$ cat src/rtl/rcu_pkg.sv
package rcu_pkg;

  localparam int DATA_W_DEF = 24;
  localparam int RNUM_W_DEF = 4;

  localparam int REG_A  = 0;
  localparam int REG_X  = 1;
  localparam int REG_PC = 8;
  localparam int REG_SW = 9;

  typedef enum logic [2:0] {
    OP_MOVE   = 3'd0,
    OP_ADD    = 3'd1,
    OP_SUB    = 3'd2,
    OP_MUL    = 3'd3,
    OP_CMP    = 3'd4,
    OP_INCCMP = 3'd5
  } opKind_t;

  typedef enum logic [1:0] {
    CC_LT = 2'b00,
    CC_EQ = 2'b01,
    CC_GT = 2'b10
  } cc_t;

  typedef struct packed {
    logic    wrDst;
    logic    wrIdx;
    logic    ccUpd;
    opKind_t fn;
  } strobe_t;

  function automatic logic isStorage(input int n);
    return (n >= 0 && n <= 5) || n == REG_PC;
  endfunction

  function automatic logic isReadable(input int n);
    return isStorage(n) || n == REG_SW;
  endfunction

endpackage

$ cat src/rtl/rcu_ctrl.sv
module rcu_ctrl
  import rcu_pkg::*;
#(
  parameter int RNUM_W = RNUM_W_DEF
) (
  input  logic              opValid,
  input  logic [2:0]        opSel,
  input  logic [RNUM_W-1:0] r1,
  input  logic [RNUM_W-1:0] r2,
  input  logic [1:0]        jmpSel,
  input  logic [1:0]        ccCur,
  output strobe_t           strb,
  output logic              illegalReg,
  output logic              jumpTaken
);

  opKind_t kind;
  logic    knownOp;
  logic    usesR2;
  logic    writesR2;
  logic    badReg;
  logic    go;

  always_comb begin
    kind     = opKind_t'(opSel);
    knownOp  = (opSel <= 3'd5);
    usesR2   = (kind != OP_INCCMP);
    writesR2 = (kind == OP_MOVE) || (kind == OP_ADD) ||
               (kind == OP_SUB)  || (kind == OP_MUL);
    badReg   = !isReadable(int'(r1)) ||
               (usesR2 && !isReadable(int'(r2))) ||
               (writesR2 && !isStorage(int'(r2)));
    go         = opValid && knownOp && !badReg;
    illegalReg = opValid && knownOp && badReg;
  end

  always_comb begin
    strb.wrDst = go && writesR2;
    strb.wrIdx = go && (kind == OP_INCCMP);
    strb.ccUpd = go && ((kind == OP_CMP) || (kind == OP_INCCMP));
    strb.fn    = kind;
  end

  always_comb begin
    unique case (jmpSel)
      2'b01:   jumpTaken = (ccCur == CC_LT);
      2'b10:   jumpTaken = (ccCur == CC_EQ);
      2'b11:   jumpTaken = (ccCur == CC_GT);
      default: jumpTaken = 1'b0;
    endcase
  end

endmodule

$ cat src/rtl/rcu_datapath.sv
module rcu_datapath
  import rcu_pkg::*;
#(
  parameter int DATA_W = DATA_W_DEF,
  parameter int RNUM_W = RNUM_W_DEF
) (
  input  logic              clk,
  input  logic              rst_n,
  input  strobe_t           strb,
  input  logic [RNUM_W-1:0] r1,
  input  logic [RNUM_W-1:0] r2,
  input  logic              loadEn,
  input  logic [RNUM_W-1:0] loadIdx,
  input  logic [DATA_W-1:0] loadData,
  input  logic [RNUM_W-1:0] rdIdx,
  output logic [DATA_W-1:0] rdData,
  output logic [1:0]        ccOut
);

  localparam int NUM_SLOTS = 1 << RNUM_W;
  localparam int PROD_W    = 2 * DATA_W;
  localparam logic [RNUM_W-1:0] X_NUM = RNUM_W'(REG_X);

  logic [DATA_W-1:0] view [NUM_SLOTS];
  logic [DATA_W-1:0] r1Val, r2Val, xVal, xNext;
  logic [DATA_W-1:0] aluRes;
  logic [PROD_W-1:0] prod;
  logic [DATA_W-1:0] cmpL, cmpR;
  cc_t               ccNext;
  cc_t               ccQ;

  assign r1Val = view[r1];
  assign r2Val = view[r2];
  assign xVal  = view[REG_X];
  assign xNext = xVal + DATA_W'(1);

  always_comb begin
    prod = {{DATA_W{1'b0}}, r2Val} * {{DATA_W{1'b0}}, r1Val};
    unique case (strb.fn)
      OP_ADD:  aluRes = r2Val + r1Val;
      OP_SUB:  aluRes = r2Val - r1Val;
      OP_MUL:  aluRes = prod[DATA_W-1:0];
      default: aluRes = r1Val;
    endcase
  end

  always_comb begin
    if (strb.fn == OP_INCCMP) begin
      cmpL = xNext;
      cmpR = (r1 == X_NUM) ? xNext : r1Val;
    end else begin
      cmpL = r1Val;
      cmpR = r2Val;
    end
    if ($signed(cmpL) < $signed(cmpR))
      ccNext = CC_LT;
    else if (cmpL == cmpR)
      ccNext = CC_EQ;
    else
      ccNext = CC_GT;
  end

  genvar g;
  generate
    for (g = 0; g < NUM_SLOTS; g++) begin : g_slot
      localparam logic [RNUM_W-1:0] SLOT = RNUM_W'(g);
      if (isStorage(g)) begin : g_reg
        logic [DATA_W-1:0] q;
        always_ff @(posedge clk or negedge rst_n) begin
          if (!rst_n)
            q <= '0;
          else if (strb.wrDst && r2 == SLOT)
            q <= aluRes;
          else if (strb.wrIdx && SLOT == X_NUM)
            q <= xNext;
          else if (loadEn && loadIdx == SLOT)
            q <= loadData;
        end
        assign view[g] = q;
      end else if (g == REG_SW) begin : g_sw
        assign view[g] = {{(DATA_W-2){1'b0}}, ccQ};
      end else begin : g_none
        assign view[g] = '0;
      end
    end
  endgenerate

  always_ff @(posedge clk or negedge rst_n) begin
    if (!rst_n)
      ccQ <= CC_EQ;
    else if (strb.ccUpd)
      ccQ <= ccNext;
  end

  assign rdData = view[rdIdx];
  assign ccOut  = ccQ;

endmodule

$ cat src/rtl/rcu_top.sv
module rcu_top
  import rcu_pkg::*;
#(
  parameter int DATA_W = DATA_W_DEF,
  parameter int RNUM_W = RNUM_W_DEF
) (
  input  logic              clk,
  input  logic              rst_n,
  input  logic              opValid,
  input  logic [2:0]        opSel,
  input  logic [RNUM_W-1:0] r1,
  input  logic [RNUM_W-1:0] r2,
  input  logic              loadEn,
  input  logic [RNUM_W-1:0] loadIdx,
  input  logic [DATA_W-1:0] loadData,
  input  logic [RNUM_W-1:0] rdIdx,
  output logic [DATA_W-1:0] rdData,
  input  logic [1:0]        jmpSel,
  output logic              jumpTaken,
  output logic [1:0]        ccOut,
  output logic              illegalReg
);

  strobe_t strb;

  rcu_ctrl #(.RNUM_W(RNUM_W)) u_ctrl (
    .opValid   (opValid),
    .opSel     (opSel),
    .r1        (r1),
    .r2        (r2),
    .jmpSel    (jmpSel),
    .ccCur     (ccOut),
    .strb      (strb),
    .illegalReg(illegalReg),
    .jumpTaken (jumpTaken)
  );

  rcu_datapath #(.DATA_W(DATA_W), .RNUM_W(RNUM_W)) u_dp (
    .clk     (clk),
    .rst_n   (rst_n),
    .strb    (strb),
    .r1      (r1),
    .r2      (r2),
    .loadEn  (loadEn),
    .loadIdx (loadIdx),
    .loadData(loadData),
    .rdIdx   (rdIdx),
    .rdData  (rdData),
    .ccOut   (ccOut)
  );

endmodule

$ cat config.mk
export PLATFORM = sky130hd
export DESIGN_NAME = rcu_top
export DESIGN_NICKNAME = d
export VERILOG_FILES = /design/src/rtl/rcu_pkg.sv /design/src/rtl/rcu_ctrl.sv /design/src/rtl/rcu_datapath.sv /design/src/rtl/rcu_top.sv
export SDC_FILE = /design/constraint.sdc
export NUM_CORES = 2
export LEC_CHECK = 0
export BUFFER_PORTS_ARGS = -buffer_cell sky130_fd_sc_hd__buf_2
export CORE_UTILIZATION = 60
export CTS_CLUSTER_DIAMETER = 150
export DETAILED_ROUTE_END_ITERATION = 6
export PLACE_DENSITY = 0.77
export SYNTH_ARGS = -nofsm -noshare
export SYNTH_HDL_FRONTEND = slang
export SYNTH_SLANG_ARGS = --single-unit
$ cat constraint.sdc
create_clock -name clk -period 10.5 [get_ports clk]
set_input_delay 1.05 -clock clk [delete_from_list [all_inputs] [get_ports clk]]
set_output_delay 1.05 -clock clk [all_outputs]
set_load 0.01 [all_outputs]
* After elaboration in Yosys (flattened, before gate mapping)
Cells that the tools add are included.
** Cells by class
- Add/subtract/negate cells :: 3
- Bitwise operators :: 3
- Equality and inequality tests :: 29
- Mux-type cells :: 31
- Order comparisons :: 7
- Reduce and logical (&&, ||, !) cells :: 47
- $mul :: 1
** Operators with widths (count)
- 2-to-1 mux 24 bit :: 24
- binary-select mux 24 bit (select 4 bit) :: 3
- one-hot mux 24 bit (3 select lines) :: 1
- adder 24 x 1 -> 24 bit (second input constant) :: 1
- adder 24 bit :: 1
- == test 24 bit :: 1
- == test 4 bit (second input constant) :: 6
- < comparator 24 bit :: 1
- multiplier 24 x 24 -> 24 bit :: 1
- subtractor 24 bit :: 1
- logical AND 1 bit :: 22
- == test 4 x 2 -> 1 bit (second input constant) :: 4
- == test 4 x 3 -> 1 bit (second input constant) :: 4
- greater-or-equal comparator 5 bit (second input constant) :: 3
- inverter 4 -> 5 bit :: 3
- == test 4 x 1 -> 1 bit (second input constant) :: 3
- nonzero test 2 bit :: 6
- logical OR 1 bit :: 10
- less-or-equal comparator 4 x 3 -> 1 bit (second input constant) :: 2
- zero test 4 bit :: 2
- == test 2 bit (second input constant) :: 3
- == test 3 x 2 -> 1 bit (second input constant) :: 2
- == test 3 bit (second input constant) :: 2
- == test 2 x 1 -> 1 bit (second input constant) :: 2
- other kinds (9) :: 13
** Word-level totals
- Register bits after elaboration :: 170
- Output and inout port bits :: 28

* Depth between registers and ports, before layout
- Depth in word-level cells :: 12
- Depth in mapped cells :: 36
- Mapped depth without buffers :: 31

* Modules after synthesis
Synthesis repeated with hierarchy kept, for this count alone.
** Second synthesis, totals
- Cell total of the unflattened synthesis :: 2860
- Area total of the unflattened synthesis :: 24755.0 µm²
** By module, submodules not included
- rcu_datapath :: cells each 2840, times used 1, area each 24611.1 µm²
- rcu_ctrl :: cells each 20, times used 1, area each 143.9 µm²

* Worst setup path after synthesis
Ideal clock, no wire load.
- Path kind :: input -> register
- From :: input r2[0]
- To :: register u_dp.g_slot[2].g_reg.q[23]
- Arrival :: 8570 ps
- Cell stages on the path :: 32
- Path buffers :: 5
- Data required time :: 10422 ps
- Path slack :: 1852 ps
- Cells stage by stage :: buf_2 -> buf_2 -> buf_2 -> mux2i_1 -> o22ai_1 -> a221oi_1 -> clkbuf_1 -> nor2_1 -> fa_1 -> fa_1 -> inv_1 -> fa_1 -> fa_1 -> inv_1 -> fa_1 -> fa_1 -> inv_1 -> fa_1 -> inv_1 -> ha_1 -> clkbuf_1 -> a21o_1 -> a21o_1 -> a21oi_1 -> o21ai_0 -> a21oi_1 -> o21ai_0 -> a21oi_1 -> xnor3_1 -> nor2_2 -> nor2_2 -> a21oi_1
** On the way
- Word-level cells in the longest chain between the ends :: 12
** RTL lines
- from (decl) :: RTL line rcu_top.sv:12 : input logic [RNUM_W-1:0] r2,
- branches (longest 12 deep; another with multiplier 24 x 24 -> 24 bit)
- to (signal assigned) :: RTL line rcu_datapath.sv:73 : q <= aluRes;
- to (signal assigned) :: RTL line rcu_datapath.sv:75 : q <= xNext;
- to (signal assigned) :: RTL line rcu_datapath.sv:77 : q <= loadData;
- to (decl) :: RTL line rcu_datapath.sv:68 : logic [DATA_W-1:0] q;
Several ways; the timed one is not identified. The select of a mux whose other input is x is not followed.
A chain may end at the register's enable or synchronous reset.

* Worst setup path in the final report
- From :: input r2[3]
- To :: register u_dp.g_slot[0].g_reg.q[23]
** On the way
- Word-level cells in the longest chain between the ends :: 12
** RTL lines (RTL line)
- branches (longest 12 deep; another with multiplier 24 x 24 -> 24 bit)
- to (signal assigned) :: rcu_datapath.sv:73
- to (signal assigned) :: rcu_datapath.sv:75
- to (signal assigned) :: rcu_datapath.sv:77
- to (decl) :: rcu_datapath.sv:68
Several ways; the timed one is not identified. The select of a mux whose other input is x is not followed.

==> qor.txt <==
result of the run - complete, but fails checks
failing checks - design-rule violations
final net count - 3,330
# IOs - 77
vias per cell - 6.82
Slew @ Worst Pin - 1.27 ns
first drt pass iteration count - 7
# setup viols final - 0
Residual DRC - 1
Synth Flop Type - dfrtp_1
Relative slew margins - 15.2%
top cells by area, synth - fa_1 (17%), dfrtp_1 (17%), mux2i_1 (7.8%)
DRT iter0 DRCs - 3,016
required time worst endpoint - 10.88 ns
via count - 23,700
Detail Route Antenna Nets - 0
clk_skew - 0.00686 ns
critical path startpoint category - input pin
Root Buffer - clkbuf_16
share of cells above drive strength 1 - 12.9%
Psw - 2.01 mW
Combinational Power Share - 55.8%
final wirelength - 90.8 mm
Mapped Cells - 2,930
maximum vdd ir drop - 191 uV
CTS tree - yes
sequential share of power - 26.7%
Power Density - 160 mW/mm^2
Overflow after GRT - 0
commonest cells after routing, fill and taps aside - inv_1 (322), nor2_1 (311), nand2_1 (291)
Hold WC Path Type - reg2reg
initial antenna violation count - 3
die area - 0.0420 mm^2
min Tclk post-route - 9.50 ns
footprint of the multi-input gates - 0.0185 mm^2
setup total negative slack - 0 ns
leakage power - 12.6 nW
first-pass GRT wire length - 138 mm
postcts setup bufs - 0
Setup WS pre-CTS - 0.852 ns
Yosys top cell area share - 17.3%
Async SR Flop Fraction - 100%
Clk pwr share - 17.4%
Cell variety after synth - 81
clock tree buffer depth - 2
CP endpoint kind - flip-flop
H-Tree Depth - 4
Worst-Skew Late Latency - 0.46 ns
Worst path max stage delay - 0.92 ns
unrepaired setup endpoints after global routing - false
post-DP HPWL - 67.3 mm
R2R Setup Slk - 1.61 ns
largest net degree at the start of global routing - 97
clock sinks - 170
Fill cells - 3,335
Mapped Nets - 3,326
Synth Area per Inst - 8.43 um^2
CP max-delay cell - a221oi_2
port bufs - 76
Synth area leader - fa_1
GRT Overall Usage - 44.1%
switching fraction of total power - 47.2%
crit-path most repeated cell - fa_1
# Max-Cap Violations - 0
Clock transition at path regs - 0.07 ns
# rows - 73
Storage cell area - 0.00426 mm^2
core area - 0.0402 mm^2
sequential area share after synthesis - 17.2%
Final Hold Vio Count - 0
Arr. time, crit path - 9.88 ns
fmax - 105 MHz
Final period util - 90.5%
CP Max Fanout - 15
Slew Viols, Final - 0
GP Congestion - 1.02
synthesized flop and latch total - 170
post-DR wirelength/cell - 26.1 um
EDFF count, synth - 0
Internal - 2.24 mW
cts hold-fix bufs - 0
Initial Utilization - 61.5%
DIE WIDTH - 205 um
vias in the first global route - 23,900
Inserted Clock Buffers - 17
Area growth syn-to-layout - 7.34%
commonest non-fill, non-tap cell in the layout - inv_1
YS warnings - 0
Gates resized, CTS repair - 0
chip height - 205 um
PnR worst setup slack - 0.997 ns
Crit Path Class - in2reg
synthesized area - 0.0247 mm^2
-- critical path, delay by kind of cell --
kind / cells / cell delay, ns
AO/OA/AOI/OAI: 10 / 2.78
XOR/XNOR: 1 / 0.47
adder cells (fa/ha/maj): 8 / 3.75
buffers and inverters: 6 / 0.81
AND/OR/NAND/NOR: 4 / 0.99
-- final timing paths --
check	depth (start not counted)	startpoint	endpoint
max	29	r2[3]	u_dp.g_slot[0].g_reg.q[23]$_DFFE_PN0P_
min	2	u_dp.g_slot[2].g_reg.q[11]$_DFFE_PN0P_	u_dp.g_slot[2].g_reg.q[11]$_DFFE_PN0P_
max reg2reg	27	u_dp.g_slot[1].g_reg.q[0]$_DFFE_PN0P_	u_dp.g_slot[0].g_reg.q[23]$_DFFE_PN0P_
min reg2reg	2	u_dp.g_slot[2].g_reg.q[11]$_DFFE_PN0P_	u_dp.g_slot[2].g_reg.q[11]$_DFFE_PN0P_
max in group asynchronous	2	rst_n	u_dp.g_slot[3].g_reg.q[10]$_DFFE_PN0P_
min in group asynchronous	1	rst_n	u_dp.g_slot[8].g_reg.q[18]$_DFFE_PN0P_
-- routing by layer --
layer	vias up	share of wire [%]	GRT usage (%)
met3	470	14	14.4
met4	0	6.9	27.0
li1	9947	-	-
met5	-	0	0
met2	1838	44	68.0
met1	11400	35	53.4
-- cell usage after synthesis, types with 40 or more instances --
master / n
mux2i_1: 192
fa_1: 214
a22oi_1: 40
xnor2_1: 77
clkbuf_1: 155
nor2_1: 313
nor2b_1: 43
inv_1: 322
a21oi_1: 193
o21ai_0: 133
mux2_2: 61
o22ai_1: 41
a211oi_1: 61
nand2_1: 291
dfrtp_1: 169
mux4_2: 43
ha_1: 133
-- power groups by stage --
| stage | Combinational [mW] | Clock [mW] | Sequential, mW |
|---|---|---|---|
| after floorplan | 1.64 | 0 | 0.979 |
| after global placement | 2.22 | 0 | 1.10 |
| after detailed placement | 2.29 | 0 | 1.11 |
| after CTS | 2.30 | 0.738 | 1.11 |
| after global routing | 2.58 | 0.758 | 1.14 |
| final | 2.37 | 0.741 | 1.14 |
-- area by class of cell --
cell class | count | area share [%]
multi-input cells | 2228 | 69.6
flip-flops and latches | 170 | 16.0
inverters | 329 | 4.66
repair buffers | 188 | 4.64
well taps | 525 | 2.48
clock buffers | 18 | 1.62
clock inverters | 14 | 0.915
diodes | 2 | 0.0189
-- through the flow --
step | instances | total power, mW | instance area (um^2) | util (%) | hold slack, ns
final | 3474 | 4.25 | 26500 | 66.0 | 0.551
after CTS | 3472 | 4.15 | 26500 | 66.0 | 0.549
after detailed placement | 3440 | 3.41 | 25800 | 64.3 | 0.530
after global routing | 3473 | 4.47 | 26500 | 66.0 | 0.572
after floorplan | 2930 | 2.62 | 24700 | - | 0.482
after global placement | 3440 | 3.33 | 25800 | 64.3 | 0.516
-- registers in the layout (all words and copies together), names as in the netlist --
name	count
u_dp.ccOut	2
u_dp.g_slot.g_reg.q	168
-- cell families after synthesis --
| group | Yosys count | synth area share (%) |
|---|---|---|
| AND/OR/NAND/NOR | 841 | 15.5 |
| buffers and inverters | 532 | 8.55 |
| XOR/XNOR | 118 | 4.29 |
| multiplexers | 296 | 14.5 |
| AO/OA/AOI/OAI | 625 | 15.9 |
| adder cells (fa/ha/maj) | 348 | 24.1 |
| flip-flops | 170 | 17.2 |
Note: power is estimated with default switching activity, not from simulation.
